File: src/rtl/cpr_pkg.sv
package cpr_pkg;

    typedef enum logic [2:0] {
        ST_IDLE,
        ST_BUS_REQ,
        ST_BUS_WAIT,
        ST_DRAIN,
        ST_SEND,
        ST_SIDE
    } cpr_state_e;

    typedef enum logic [1:0] {
        SIDE_NONE,
        SIDE_SHUT,
        SIDE_RST
    } cpr_side_e;

    typedef enum logic [1:0] {
        SRC_CTL,
        SRC_BUS,
        SRC_POLL
    } cpr_src_e;

    localparam logic [7:0] PT_BUS       = 8'h00;
    localparam logic [7:0] PT_CTL       = 8'h01;
    localparam logic [7:0] CMD_AUTOPOLL = 8'h01;
    localparam logic [7:0] CMD_TIME_GET = 8'h03;
    localparam logic [7:0] CMD_TIME_SET = 8'h09;
    localparam logic [7:0] CMD_POWEROFF = 8'h0A;
    localparam logic [7:0] CMD_RESTART  = 8'h11;
    localparam logic [7:0] CMD_SRVFLAG  = 8'h13;
    localparam logic [7:0] CMD_RATE     = 8'h14;
    localparam logic [7:0] CMD_DEVLIST  = 8'h19;
    localparam logic [7:0] CMD_PWRMSG   = 8'h21;
    localparam logic [7:0] POLL_TAG     = 8'h40;

endpackage

File: src/rtl/cpr_poll_timer.sv
module cpr_poll_timer #(
    parameter int POLL_DIV = 20
) (
    input  logic clk,
    input  logic rst_n,
    input  logic en,
    input  logic tick,
    input  logic take,
    output logic pend
);
    localparam int CNTW = (POLL_DIV > 2) ? $clog2(POLL_DIV) : 1;
    localparam logic [CNTW-1:0] CNT_MAX = CNTW'(POLL_DIV - 1);

    logic [CNTW-1:0] cnt;

    always_ff @(posedge clk or negedge rst_n) begin
        if (!rst_n) begin
            cnt  <= '0;
            pend <= 1'b0;
        end else if (!en) begin
            cnt  <= '0;
            pend <= 1'b0;
        end else begin
            if (tick) begin
                cnt <= (cnt == CNT_MAX) ? '0 : cnt + CNTW'(1);
            end
            if (take) begin
                pend <= 1'b0;
            end
            if (tick && (cnt == CNT_MAX)) begin
                pend <= 1'b1;
            end
        end
    end
endmodule

File: src/rtl/cpr_seconds.sv
module cpr_seconds #(
    parameter logic [31:0] SEC_INIT = 32'd2082844800
) (
    input  logic        clk,
    input  logic        rst_n,
    input  logic        tick,
    output logic [31:0] secs
);
    always_ff @(posedge clk or negedge rst_n) begin
        if (!rst_n) begin
            secs <= SEC_INIT;
        end else if (tick) begin
            secs <= secs + 32'd1;
        end
    end
endmodule

File: src/rtl/cpr_reply_build.sv
module cpr_reply_build
    import cpr_pkg::*;
#(
    parameter int MAXD = 4,
    parameter int CW   = 3,
    parameter int RBUF = 7,
    parameter int LW   = 3
) (
    input  cpr_src_e              src,
    input  logic [7:0]            cmd,
    input  logic [7:0]            arg,
    input  logic [31:0]           secs,
    input  logic [7:0]            bus_status,
    input  logic [CW-1:0]         bus_count,
    input  logic [MAXD*8-1:0]     bus_data,
    output logic [RBUF-1:0][7:0]  rep_bytes,
    output logic [LW-1:0]         rep_len,
    output logic                  rep_ok,
    output cpr_side_e             rep_side
);
    logic [CW-1:0] eff;

    always_comb begin
        eff = (bus_count > CW'(MAXD)) ? CW'(MAXD) : bus_count;
    end

    always_comb begin
        rep_bytes = '0;
        rep_len   = '0;
        rep_ok    = 1'b0;
        rep_side  = SIDE_NONE;
        unique case (src)
            SRC_CTL: begin
                rep_bytes[0] = PT_CTL;
                case (cmd)
                    CMD_AUTOPOLL: begin
                        rep_ok       = 1'b1;
                        rep_len      = LW'(2);
                        rep_bytes[1] = arg;
                    end
                    CMD_TIME_GET, CMD_TIME_SET: begin
                        rep_ok       = 1'b1;
                        rep_len      = LW'(7);
                        rep_bytes[3] = secs[31:24];
                        rep_bytes[4] = secs[23:16];
                        rep_bytes[5] = secs[15:8];
                        rep_bytes[6] = secs[7:0];
                    end
                    CMD_SRVFLAG, CMD_RATE, CMD_DEVLIST, CMD_PWRMSG: begin
                        rep_ok  = 1'b1;
                        rep_len = LW'(2);
                    end
                    CMD_POWEROFF: begin
                        rep_ok   = 1'b1;
                        rep_len  = LW'(2);
                        rep_side = SIDE_SHUT;
                    end
                    CMD_RESTART: begin
                        rep_ok   = 1'b1;
                        rep_len  = LW'(2);
                        rep_side = SIDE_RST;
                    end
                    default: rep_ok = 1'b0;
                endcase
            end
            SRC_BUS, SRC_POLL: begin
                rep_bytes[0] = PT_BUS;
                if (bus_status != 8'h00) begin
                    rep_bytes[1] = bus_status;
                    rep_len      = LW'(2);
                    rep_ok       = (src == SRC_BUS);
                end else begin
                    rep_bytes[1] = (src == SRC_POLL) ? POLL_TAG : 8'h00;
                    for (int k = 0; k < MAXD; k++) begin
                        if (CW'(k) < eff) begin
                            rep_bytes[2+k] = bus_data[8*k +: 8];
                        end
                    end
                    rep_len = LW'(2) + LW'(eff);
                    rep_ok  = (src == SRC_BUS) || (eff != '0);
                end
            end
            default: rep_ok = 1'b0;
        endcase
    end
endmodule

File: src/rtl/ctl_pkt_responder.sv
module ctl_pkt_responder
    import cpr_pkg::*;
#(
    parameter int          MAXD     = 4,
    parameter int          POLL_DIV = 20,
    parameter logic [31:0] SEC_INIT = 32'd2082844800,
    localparam int         CW       = $clog2(MAXD + 1)
) (
    input  logic              clk,
    input  logic              rst_n,
    input  logic              pkt_valid,
    input  logic [7:0]        pkt_type,
    input  logic [7:0]        pkt_cmd,
    input  logic [7:0]        pkt_arg,
    output logic              pkt_ready,
    input  logic              host_busy,
    output logic              rsp_valid,
    output logic [7:0]        rsp_data,
    output logic              rsp_last,
    input  logic              poll_tick,
    input  logic              sec_tick,
    output logic              bus_req,
    output logic              bus_poll,
    output logic [7:0]        bus_cmd,
    input  logic              bus_done,
    input  logic [7:0]        bus_status,
    input  logic [CW-1:0]     bus_count,
    input  logic [MAXD*8-1:0] bus_data,
    output logic              shutdown_req,
    output logic              reset_req
);
    localparam int RBUF = (MAXD + 2 > 7) ? MAXD + 2 : 7;
    localparam int LW   = $clog2(RBUF + 1);
    localparam int IW   = $clog2(RBUF);

    cpr_state_e            state;
    cpr_src_e              src_q;
    cpr_src_e              build_src;
    cpr_side_e             side_q;
    logic [7:0]            cmd_q;
    logic [RBUF-1:0][7:0]  rbuf;
    logic [LW-1:0]         rlen;
    logic [IW-1:0]         idx;
    logic                  autopoll_q;
    logic [31:0]           secs;
    logic                  poll_pend;
    logic                  poll_take;
    logic                  at_last;

    logic [RBUF-1:0][7:0]  rep_bytes;
    logic [LW-1:0]         rep_len;
    logic                  rep_ok;
    cpr_side_e             rep_side;

    cpr_seconds #(.SEC_INIT(SEC_INIT)) u_seconds (
        .clk   (clk),
        .rst_n (rst_n),
        .tick  (sec_tick),
        .secs  (secs)
    );

    cpr_poll_timer #(.POLL_DIV(POLL_DIV)) u_poll_timer (
        .clk   (clk),
        .rst_n (rst_n),
        .en    (autopoll_q),
        .tick  (poll_tick),
        .take  (poll_take),
        .pend  (poll_pend)
    );

    assign build_src = (state == ST_IDLE) ? SRC_CTL : src_q;

    cpr_reply_build #(
        .MAXD (MAXD),
        .CW   (CW),
        .RBUF (RBUF),
        .LW   (LW)
    ) u_reply_build (
        .src        (build_src),
        .cmd        (pkt_cmd),
        .arg        (pkt_arg),
        .secs       (secs),
        .bus_status (bus_status),
        .bus_count  (bus_count),
        .bus_data   (bus_data),
        .rep_bytes  (rep_bytes),
        .rep_len    (rep_len),
        .rep_ok     (rep_ok),
        .rep_side   (rep_side)
    );

    // A host packet in IDLE wins over a pending poll.
    assign poll_take = (state == ST_IDLE) && !pkt_valid && poll_pend && autopoll_q;
    assign at_last   = (LW'(idx) == rlen - LW'(1));

    // State register and datapath registers.
    always_ff @(posedge clk or negedge rst_n) begin
        if (!rst_n) begin
            state      <= ST_IDLE;
            src_q      <= SRC_CTL;
            side_q     <= SIDE_NONE;
            cmd_q      <= '0;
            rbuf       <= '0;
            rlen       <= '0;
            idx        <= '0;
            autopoll_q <= 1'b0;
        end else begin
            unique case (state)
                ST_IDLE: begin
                    if (pkt_valid) begin
                        if (pkt_type == PT_BUS) begin
                            src_q <= SRC_BUS;
                            cmd_q <= pkt_cmd;
                            state <= ST_BUS_REQ;
                        end else if ((pkt_type == PT_CTL) && rep_ok) begin
                            rbuf   <= rep_bytes;
                            rlen   <= rep_len;
                            side_q <= rep_side;
                            if (pkt_cmd == CMD_AUTOPOLL) begin
                                autopoll_q <= (pkt_arg != 8'h00);
                            end
                            state <= ST_DRAIN;
                        end
                    end else if (poll_take) begin
                        src_q <= SRC_POLL;
                        cmd_q <= 8'h00;
                        state <= ST_BUS_REQ;
                    end
                end
                ST_BUS_REQ: begin
                    state <= ST_BUS_WAIT;
                end
                ST_BUS_WAIT: begin
                    if (bus_done) begin
                        if (rep_ok) begin
                            rbuf   <= rep_bytes;
                            rlen   <= rep_len;
                            side_q <= SIDE_NONE;
                            state  <= ST_DRAIN;
                        end else begin
                            state <= ST_IDLE;
                        end
                    end
                end
                ST_DRAIN: begin
                    if (!host_busy) begin
                        idx   <= '0;
                        state <= ST_SEND;
                    end
                end
                ST_SEND: begin
                    if (at_last) begin
                        state <= (side_q != SIDE_NONE) ? ST_SIDE : ST_IDLE;
                    end else begin
                        idx <= idx + IW'(1);
                    end
                end
                ST_SIDE: begin
                    state <= ST_IDLE;
                end
                default: state <= ST_IDLE;
            endcase
        end
    end

    // Outputs decoded from state.
    always_comb begin
        pkt_ready    = (state == ST_IDLE);
        rsp_valid    = (state == ST_SEND);
        rsp_data     = (state == ST_SEND) ? rbuf[idx] : 8'h00;
        rsp_last     = (state == ST_SEND) && at_last;
        bus_req      = (state == ST_BUS_REQ);
        bus_poll     = (state == ST_BUS_REQ) && (src_q == SRC_POLL);
        bus_cmd      = (state == ST_BUS_REQ) ? cmd_q : 8'h00;
        shutdown_req = (state == ST_SIDE) && (side_q == SIDE_SHUT);
        reset_req    = (state == ST_SIDE) && (side_q == SIDE_RST);
    end
endmodule

File: config.mk
export PLATFORM = sky130hd
export DESIGN_NAME = ctl_pkt_responder
export DESIGN_NICKNAME = d
export VERILOG_FILES = /design/src/rtl/cpr_pkg.sv /design/src/rtl/cpr_poll_timer.sv /design/src/rtl/cpr_seconds.sv /design/src/rtl/cpr_reply_build.sv /design/src/rtl/ctl_pkt_responder.sv
export SDC_FILE = /design/constraint.sdc
export NUM_CORES = 1
export LEC_CHECK = 0
export CAP_MARGIN = 20
export CORE_MARGIN = 2
export CORE_UTILIZATION = 41
export DETAILED_ROUTE_END_ITERATION = 6
export DONT_BUFFER_PORTS = 1
export SLEW_MARGIN = 15
export SYNTH_ARGS = -nofsm -noshare
export SYNTH_HDL_FRONTEND = slang
export SYNTH_SLANG_ARGS = --single-unit
File: constraint.sdc
create_clock -name clk -period 4.51 [get_ports clk]
set_clock_uncertainty 0.2 [all_clocks]
set_input_delay 0.902 -clock clk [delete_from_list [all_inputs] [get_ports clk]]
set_output_delay 0.902 -clock clk [all_outputs]
set_load 0.005 [all_outputs]
==> metrics.yaml, run 1 <==
ir_drop_v: 0.000204
rr_endpoint: "rbuf[11]"
crit_arrival_ns: 2.57
grt_overflow: 0
core_area_mm2: 0.0140
drtAntennaViolNets: 0
rows: 43
clockBufferDepth: 2
fin_ws_ns: 0.840
synth_area_mm2: 0.00592
hold_ws_ns: 0.0340
via_per_inst: 5.74
synth_cells: 625
dr.pass1.iters: 5
gp_congestion: 0.862
synth_ff_type: "dfrtp_1"
worstSetupStartpointType: "register"
fmax_mhz: 273
postCtsHoldBufs: 0
initial_core_util_pct: 42.3
die_area_mm2: 0.0154
cts_tree: "done"
relSlewSlack_pct: 33.0
clk_latency_ns: 0.36
fillers: 1339
tns_ns: 0
vias: 4528
grt_first_pass_wirelength_um: 23000
post_cts_buffers: 0
post_synth_num_cell_types: 57
htreeDepth: 3
placedInstanceArea_mm2: 0.00599
final_util_pct: 45.2
wl_per_cell_um: 18.3
slew_violations: 0
reg2reg_slack_ns: 1.15
ctsResizeCount: 0
synth-edff-count: 0
ys_async_sr_fraction_pct: 100
cts_root_buffer: "clkbuf_16"
fin_crit_ns: 3.67
grt_max_degree: 110
place_ws_ns: 1.19
ff2ff_path_depth: 10
drive_above_1_share_pct: 9.87
grt_setup_unrepaired: "no"
status: "finished clean"
ys_seq_area_share_pct: 46.4
path_clk_slew_ns: 0.07
clock-sinks: 109
area_delta_synth_final_pct: 6.85
syn_nets: 707
hold_path_class: "in2async"
num_io_pins: 97
place_hpwl_um: 10400
die_w_um: 124
timing.rr.start: "state[2]"
finalCritPeriodShare_pct: 81.4
numCtsBuffers: 9
total_power_mw: 2.41
design_area_mm2: 0.00632
ys_seq_elements: 109
die_y_um: 124
stdcell_count: 789
setup_viol: 0
drtIter0Drc: 417
port_buffers: 0
track_usage_pct: 19.7
critPathKind: "reg2out"
pwr_density_cell_mw_per_mm2: 381
finalNetCount: 685
postSynthAreaPerCell_um2: 9.47
cp.required_ns: 3.41
grt_antenna_before_repair: 1
yosysWarnings: 0
dp.cells: 772
timing.max_cap.violations: 0
drc: 0
critPathCaptureType: "primary output"
hold_viol: 0
path_max_fanout: 21
routed_wl_um: 14500
tightest_slew_ns: 1.01
p_leak_nw: 2.51
grt_pass1_vias: 4477
==> cells in the mapped netlist (11+ instances only) <==
cell type	instances	area share, %
nand3_1	20	1.7
nor2_1	34	2.2
a21oi_1	22	1.9
o31ai_1	36	4.6
nor2b_1	14	1.5
inv_1	17	1.1
mux2_2	11	2.1
o21ai_0	33	2.8
nand2_1	99	6.3
dfrtp_1	97	41
clkbuf_1	25	1.6
and2_1	11	1.2
xnor2_1	27	4.0
a22oi_1	24	3.0
dfstp_2	12	5.3
xor2_1	12	1.8
==> worst max-delay path: stages (launching register included) <==
cell,delay [ns]
dfrtp_1,1.01
nor2b_1,0.53
a221oi_1,0.21
a211oi_1,0.46
==> worst max-delay path by stage <==
stage             endpoint        start  cells after the start
2_1_floorplan      rbuf[0]  pkt_type[5]                      7
3_3_place_gp   rsp_data[4]       idx[1]                      3
3_5_place_dp      rbuf[39]     state[2]                     10
4_1_cts        rsp_data[5]       idx[1]                      3
5_1_grt        rsp_data[4]       idx[1]                      3
6_report       rsp_data[4]       idx[1]                      3
==> cells in the final DEF (no fill, tap or decap), drive strengths merged, types with 2 or more instances in the layout <==
cell type | netlist | layout
a31oi | 6 | 6
clkbuf | 25 | 12
dfrtp | 97 | 97
a211oi | 11 | 11
o31ai | 36 | 36
nand4 | 10 | 10
mux2i | 10 | 10
nor3 | 9 | 9
o21ai | 33 | 33
and3 | 6 | 6
a21oi | 22 | 22
a22oi | 24 | 24
inv | 17 | 17
dfstp | 12 | 12
buf | 15 | 7
nand3b | 2 | 2
or3 | 5 | 5
a21boi | 2 | 2
xor2 | 12 | 12
a221oi | 9 | 9
nor4 | 8 | 8
nand3 | 20 | 20
mux2 | 12 | 12
nor4b | 2 | 2
and4 | 3 | 3
nand2 | 100 | 100
ha | 8 | 8
clkinv | 1 | 3
xnor2 | 27 | 27
and2 | 11 | 11
nor3b | 5 | 5
nor2 | 34 | 34
nor2b | 14 | 14
==> layout make-up <==
type                    instances  area [um^2]  area share, %
diodes                          1         2.50         0.0396
well taps                     180          225           3.56
multi-input cells             458         2900           45.8
repair buffers                  7         65.1           1.03
clock buffers                  12          267           4.22
inverters                      18         68.8           1.09
flip-flops and latches        109         2740           43.4
clock inverters                 4         55.1          0.871
==> sequential cells by signal, indices dropped and copies added, names as in the netlist <==
register           flops
u_seconds.secs        32
state                  3
idx                    3
u_poll_timer.pend      1
u_poll_timer.cnt       5
rlen                   3
side_q                 2
autopoll_q             1
rbuf                  49
cmd_q                  8
src_q                  2
==> cells by family (layout without fill, tap and decap cells) <==
| family | count (synthesis) | in the layout | share of synthesized area [%] |
|---|---|---|---|
| mux | 23 | 23 | 4.42 |
| xor+xnor | 39 | 39 | 5.77 |
| simple gates | 235 | 235 | 19.5 |
| buf+inv | 58 | 41 | 4.88 |
| other cells | 0 | 1 | 0 |
| compound gates | 153 | 153 | 17.4 |
| fa+ha+maj | 8 | 8 | 1.69 |
| flops | 109 | 109 | 46.4 |
==> power breakdown <==
group | internal, mW | switching, mW | leakage [nW]
registers | 1.04 | 0.148 | 1.44
logic | 0.177 | 0.194 | 0.921
clock network | 0.478 | 0.367 | 0.155
total | 1.70 | 0.709 | 2.51
==> metal layers <==
metal	up-vias	wire length, um	global-route usage [%]
met3	18	1050	5.86
li1	2180	-	-
met4	0	266	6.95
met5	-	0	0
met2	132	6730	30.8
met1	2198	6420	26.0
Note: power is estimated with default switching activity, not from simulation.
==> inputs of run 2 (changes only) <==
--- a/config.mk
+++ b/config.mk
@@ -5,6 +5,7 @@
 export SDC_FILE = /design/constraint.sdc
 export NUM_CORES = 1
 export LEC_CHECK = 0
+export ABC_AREA = 1
 export CAP_MARGIN = 20
 export CORE_MARGIN = 2
 export CORE_UTILIZATION = 41
==> constraint.sdc (replaced) <==
create_clock -name clk -period 3.5 [get_ports clk]
set_clock_uncertainty 0.2 [all_clocks]
set_input_delay 0.7 -clock clk [delete_from_list [all_inputs] [get_ports clk]]
set_output_delay 0.7 -clock clk [all_outputs]
set_load 0.005 [all_outputs]
==> run 2 against run 1 <==
- utilization is 0.077 points lower
- sequential share of layout area is 3.4 points lower
- flip-flop and latch count stayed put
- power is 87% higher
- count of clock-buffer cells in the layout stayed put
- global-route usage is 1.7 points higher
- critical path depth is 11 higher
- worst hold slack better by 0.028 ns
- first-iteration DRC count is 6.2% lower
- critical path type is now reg2reg
- critical endpoint is now rbuf[29]
- largest cell class unchanged
==> metrics.yaml, run 2 <==
fillers: 1574  # +18%
worstPathCellList: "inv_1, nand2_1, inv_1, nor2_1, inv_1, ha_1, clkinv_1, o21ai_1, nand2_2, nand3_1, nand2_2, buf_4, nand3_1, nand2_1"
cts_tree: "done"
finalNetCount: 944  # +38%
ys_async_sr_fraction_pct: 100  # unchanged
grt_first_pass_wirelength_um: 27700  # +21%
critPathKind: "reg2reg"
gp_congestion: 0.831  # -3.6%
layout_common_cells: "251 x nand2_1, 101 x nor2_1, 97 x dfrtp_1, 91 x nand3_1, 88 x inv_1"
drc: 0  # unchanged
worst-path-buf-inv: 5  # +5
timing.max_cap.violations: 0  # unchanged
synth_cells: 873  # +40%
largest_reg_flops: 49  # unchanged
critPathCaptureType: "register"
status: "finished clean"
drive_above_1_share_pct: 6.11  # -3.8 points
die_w_um: 129  # +3.7%
post_synth_num_cell_types: 44  # -23%
drtIter0Drc: 391  # -6.2%
grt_setup_unrepaired: "no"
ys_seq_elements: 109  # unchanged
slew_violations: 0  # unchanged
vias: 5514  # +22%
ff2ff_path_depth: 14  # +4
core_area_mm2: 0.0152  # +8.7%
postSynthAreaPerCell_um2: 7.31  # -23%
crit_arrival_ns: 3.34  # +0.77 ns
timing.rr.start: "state[2]"
synth-edff-count: 0  # unchanged
dr.pass1.iters: 5  # unchanged
critPathTopFamily: "simple AND/OR/NAND/NOR gates"
crit_slowest_cell: "dfrtp_1"
clockBufferDepth: 2  # unchanged
regMostFlops: "rbuf"
num_io_pins: 97  # unchanged
htreeDepth: 3  # unchanged
synth.most_common_cell: "nand2_1"
routed_wl_um: 17100  # +18%
die_y_um: 129  # +3.7%
fmax_mhz: 308
synth_ff_type: "dfrtp_1"
path_max_fanout: 40  # +90%
cpPeakStageDelay_ns: 0.46  # -0.55 ns
rows: 45  # +4.7%
hold_viol: 0  # unchanged
reg.largest.list: "rbuf: 49 flops, u_seconds.secs: 32 flops, cmd_q: 8 flops"
tightest_slew_ns: 0.654  # -0.352 ns
setup_viol: 0  # unchanged
area_delta_synth_final_pct: 7.45
syn_nets: 955  # +35%
ys_seq_area_share_pct: 43.0  # -3.4 points
place_hpwl_um: 12400  # +19%
synth_area_mm2: 0.00638  # +7.9%
antennaDiodeCount: 0  # -1
synth.area.top_cells: "dfrtp_1 38%, nand2_1 15%, nand3_1 7.1%"
via_per_inst: 5.23  # -8.9%
relSlewSlack_pct: 56.4  # +23 points
drtAntennaViolNets: 0  # unchanged
final_util_pct: 45.1  # -0.077 points
wl_per_cell_um: 16.2  # -12%
synth_common_cells: "251 x nand2_1, 101 x nor2_1, 97 x dfrtp_1"
clk_latency_ns: 0.36  # about the same
fin_crit_ns: 3.24
yosysWarnings: 0  # unchanged
grt_max_degree: 110  # unchanged
initial_core_util_pct: 42.0  # -0.31 points
cp.required_ns: 3.59  # +0.18 ns
clock-sinks: 109  # unchanged
grt_pass1_vias: 5254  # +17%
final_common_cell: "nand2_1"
synth_top_area_cell: "dfrtp_1"
rr_endpoint: "rbuf[29]"
pwr_density_cell_mw_per_mm2: 655  # +72%
crit_start: "state[2]"
path_clk_slew_ns: 0.08  # about the same
cpMostUsedCell: "inv_1"
port_buffers: 0  # unchanged
grt_overflow: 0  # unchanged
cts_root_buffer: "clkbuf_16"
hold_path_class: "in2async"
die_area_mm2: 0.0166  # +7.6%
tns_ns: 0  # unchanged
p_leak_nw: 3.38  # +34%
grt_antenna_before_repair: 0  # -1
finalCritPeriodShare_pct: 92.6
numCtsBuffers: 9  # unchanged
track_usage_pct: 21.4  # +1.7 points
reg2reg_slack_ns: 0.26  # -0.89 ns
worstSetupStartpointType: "register"
yosysTopAreaCellShare_pct: 38.0  # -3.0 points
ir_drop_v: 0.000294  # +45%
-- run 2: cell count changes in the layout (fill, tap and decap cells not counted), sizes merged, moves of 25 or more --
cell   previous run  this run
a21oi            22        47
o31ai            36         1
nand3            20        91
nor2             34       102
nand2           100       255
inv              17        91
-- run 2: cell families after synthesis --
family,share of synthesized area (%)
xor gates and xnor gates,4.66
buffers and inverters,8.62
and+or+nand+nor,32.8
adders and majority gates,1.57
AOI/OAI and AO/OA,9.43
DFF,43.0
-- run 2: cell type report --
type / instances / area, um^2 / area share [%]
clock buffer: 12 / 256 / 3.74
clock inverter: 4 / 55.1 / 0.803
inverter: 94 / 353 / 5.14
multi-input combinational: 635 / 3100 / 45.2
sequential: 109 / 2740 / 40.0
tap: 188 / 235 / 3.43
timing repair buffer: 13 / 118 / 1.71
-- run 2: layer usage --
layer | wire (um) | GRT usage (%)
met1 | 8130 | 30.7
met2 | 7780 | 32.4
met3 | 935 | 5.53
met4 | 239 | 5.24
met5 | 0 | 0
-- run 2: per-stage QoR --
| step | total power [mW] | instance area, um^2 | cells | worst slack, ns | hold WS [ns] |
|---|---|---|---|---|---|
| 3_5_place_dp | 3.39 | 6510 | 1038 | 0.291 | 0.208 |
| 5_1_grt | 4.82 | 6860 | 1055 | 0.0101 | 0.114 |
| 6_report | 4.50 | 6860 | 1055 | 0.258 | 0.0622 |
| 3_3_place_gp | 3.37 | 6510 | 1038 | 0.374 | 0.207 |
| 2_1_floorplan | 3.03 | 6380 | 873 | 0.988 | 0.204 |
| 4_1_cts | 4.51 | 6850 | 1055 | 0.262 | 0.110 |
-- run 2: worst reg2reg max path, stage by stage, from the launching register on --
cell and delay (ns):
dfrtp_1 0.46, inv_1 0.06, nand2_1 0.13, inv_1 0.14, nor2_1 0.20, inv_1 0.09
ha_1 0.30, clkinv_1 0.17, o21ai_1 0.11, nand2_2 0.11, nand3_1 0.11, nand2_2 0.34
buf_4 0.47, nand3_1 0.20, nand2_1 0.10
-- run 2: how the worst max path moves through the flow --
stage	to	slack (ns)	depth (start not counted)
2_1_floorplan	rbuf[0]	0.99	15
3_3_place_gp	rbuf[54]	0.37	14
3_5_place_dp	rbuf[26]	0.29	14
4_1_cts	side_q[1]	0.26	14
5_1_grt	rbuf[29]	0.01	14
6_report	rbuf[29]	0.26	14
-- run 2: repair_timing --
| item | 4_1_cts | 5_1_grt |
|---|---|---|
| buffers inserted | 0 | 0 |
| hold buffers | 1 | 0 |
| endpoints found under the setup margin | 0 | 46 |
| resized for setup | 0 | 1 |
| endpoints found under the hold margin | 109 | 0 |
-- run 2: power by group --
part / switching (mW) / internal [mW]
logic: 1.27 / 0.499
clock network: 0.483 / 0.599
registers: 0.173 / 1.47
total: 1.92 / 2.57
==> inputs of run 3 (changes only) <==
--- a/config.mk
+++ b/config.mk
@@ -9,6 +9,7 @@
 export CAP_MARGIN = 20
 export CORE_MARGIN = 2
 export CORE_UTILIZATION = 41
+export CTS_CLUSTER_DIAMETER = 200
 export DETAILED_ROUTE_END_ITERATION = 6
 export DONT_BUFFER_PORTS = 1
 export SLEW_MARGIN = 15
==> constraint.sdc (replaced) <==
create_clock -name clk -period 3.1 [get_ports clk]
set_clock_uncertainty 0.2 [all_clocks]
set_input_delay 0.62 -clock clk [delete_from_list [all_inputs] [get_ports clk]]
set_output_delay 0.62 -clock clk [all_outputs]
set_load 0.005 [all_outputs]
==> run 3 against run 2 <==
- the flow now finishes with violations (negative hold slack)
- clock power grew 6%
- final cell count grew 1.0%
- power grew 13%
- non-clock buffer count grew 11
- sequential power grew 13%
- utilization grew 0.44 points
- register-to-register slack gained 0.05 ns
- first-iteration DRC count shrank 7.9%
- combinational power grew 17%
- die area is the same
- worst setup slack lost 0.087 ns
- critical path type is now reg2out
==> metrics.yaml, run 3 (synthesis gave the netlist of run 2 again) <==
grt_setup_unrepaired: "no"
timing.rr.start: "state[0]"
htreeDepth: 3  # unchanged
register_area_mm2: 0.00274  # unchanged
endpoint: "rsp_data[2]"
grt_overflow: 0  # unchanged
final_common_cell: "nand2_1"
layout_common_cells: "251 x nand2_1, 101 x nor2_1, 97 x dfrtp_1, 91 x nand3_1, 88 x inv_1"
timing.max_cap.violations: 0  # unchanged
grt_pass1_vias: 5390  # +2.6%
status: "complete, but fails checks"
setup_viol: 0  # unchanged
critPathKind: "reg2out"
switchingPower_mw: 2.18  # +13%
clock-sinks: 109  # unchanged
finalCritPeriodShare_pct: 94.5
fmax_mhz: 341
worst-path-stages: 5  # -9
path_max_fanout: 10  # -75%
via_per_inst: 5.19  # -0.67%
violations: "negative hold slack"
rows: 45  # unchanged
hold_path_class: "in2async"
largest_reg_flops: 49  # unchanged
die_y_um: 129  # unchanged
crit_start: "idx[0]"
cpPeakStageDelay_ns: 0.55  # +0.09 ns
drtAntennaViolNets: 0  # unchanged
critPathTopFamily: "flip-flops"
internal_power_mw: 2.90  # +13%
critPathCaptureType: "primary output"
ir_drop_v: 0.000331  # +12%
drtIter0Drc: 360  # -7.9%
reg2reg_slack_ns: 0.31  # +0.05 ns
worst-path-buf-inv: 2  # -3
relSlewSlack_pct: 58.1  # +1.7 points
antennaDiodeCount: 0  # unchanged
hold_viol: 97  # +97
grt_first_pass_wirelength_um: 28300  # +2.2%
cts_root_buffer: "clkbuf_16"
p_clk_share_pct: 22.4  # -1.7 points
finalNetCount: 955  # +1.2%
post_cts_buffers: 0  # unchanged
cp.required_ns: 2.28  # -1.31 ns
drive_above_1_share_pct: 7.40  # +1.3 points
seqPwrFrac_pct: 36.9  # +0.3 points
crit_arrival_ns: 2.11  # -1.23 ns
vias: 5534  # +0.36%
pwr_density_cell_mw_per_mm2: 733  # +12%
tightest_slew_ns: 0.628  # -0.0255 ns
tns_ns: 0  # unchanged
cts_tree: "done"
grt_max_degree: 110  # unchanged
num_io_pins: 97  # unchanged
worstPathCellList: "clkinv_1, nor2_1, a211oi_1, a311oi_1, buf_4"
area_delta_synth_final_pct: 8.49
ctsResizeCount: 0  # unchanged
initial_core_util_pct: 42.0  # unchanged
grt_antenna_before_repair: 0  # unchanged
die_area_mm2: 0.0166  # unchanged
fillers: 1573  # -0.064%
worstSetupStartpointType: "register"
routed_wl_um: 16800  # -1.5%
port_buffers: 0  # unchanged
core_area_mm2: 0.0152  # unchanged
numCtsBuffers: 9  # unchanged
reg.largest.list: "rbuf: 49 flops, u_seconds.secs: 32 flops, cmd_q: 8 flops"
multi_input_area_mm2: 0.00309  # -0.28%
track_usage_pct: 21.7  # +0.33 points
place_hpwl_um: 12400  # -0.22%
switching_share_pct: 42.8  # +0.074 points
clockBufferDepth: 2  # unchanged
gp_congestion: 0.877  # +5.6%
crit_slowest_cell: "dfrtp_1"
p_leak_nw: 3.44  # +1.8%
hold_ws_ns: -0.249  # -0.311 ns
dr.pass1.iters: 5  # unchanged
slew_violations: 0  # unchanged
fin_crit_ns: 2.93
clk_latency_ns: 0.36  # about the same
drc: 0  # unchanged
ff2ff_path_depth: 13  # -1
wl_per_cell_um: 15.8  # -2.5%
regMostFlops: "rbuf"
rr_endpoint: "rbuf[25]"
die_w_um: 129  # unchanged
path_clk_slew_ns: 0.07  # about the same
p_comb_share_pct: 40.7  # +1.4 points
run 3: metrics by stage:
stage	power, mW	area, um^2	instances	util [%]	worst slack [ns]
after global routing	5.46	6930	1066	45.6	0.0547
after CTS	5.11	6930	1066	45.6	0.149
after detailed placement	3.95	6640	1050	43.7	0.384
after floorplan	3.42	6380	873	-	0.588
final	5.08	6930	1066	45.6	0.171
after global placement	3.94	6640	1050	43.7	0.405
run 3: worst min path at each step:
stage               slack, ns                 end
floorplan                0.12          autopoll_q
global placement         0.13            cmd_q[6]
CTS                     -0.26  u_seconds.secs[20]
global route            -0.26            cmd_q[6]
detailed placement       0.13            cmd_q[6]
finish                  -0.25            cmd_q[6]
run 3: per-layer routing:
metal  share of wire (%)  GRT usage (%)  routed length (um)  vias up
met3                 5.1           4.62                 859       20
met4                 1.8           7.23                 303        0
met1                  49           31.8                8210     2604
met5                   0              0                   0        -
met2                  44           32.0                7450      106
li1                    -              -                   -     2804
run 3: layout make-up:
cell class	instances	share of cell area, %
Multi-Input combinational cell	635	44.6
Sequential cell	109	39.6
Inverter	94	5.09
Tap cell	188	3.40
Clock buffer	9	3.25
Timing Repair Buffer	24	3.14
Clock inverter	7	0.885
run 3: power by group through the flow:
stage / Combinational [mW] / Clock [mW] / Sequential, mW
CTS: 2.07 / 1.17 / 1.87
global route: 2.33 / 1.22 / 1.91
finish: 2.07 / 1.14 / 1.87
floorplan: 1.60 / 0 / 1.82
detailed placement: 2.05 / 0 / 1.90
global placement: 2.05 / 0 / 1.90
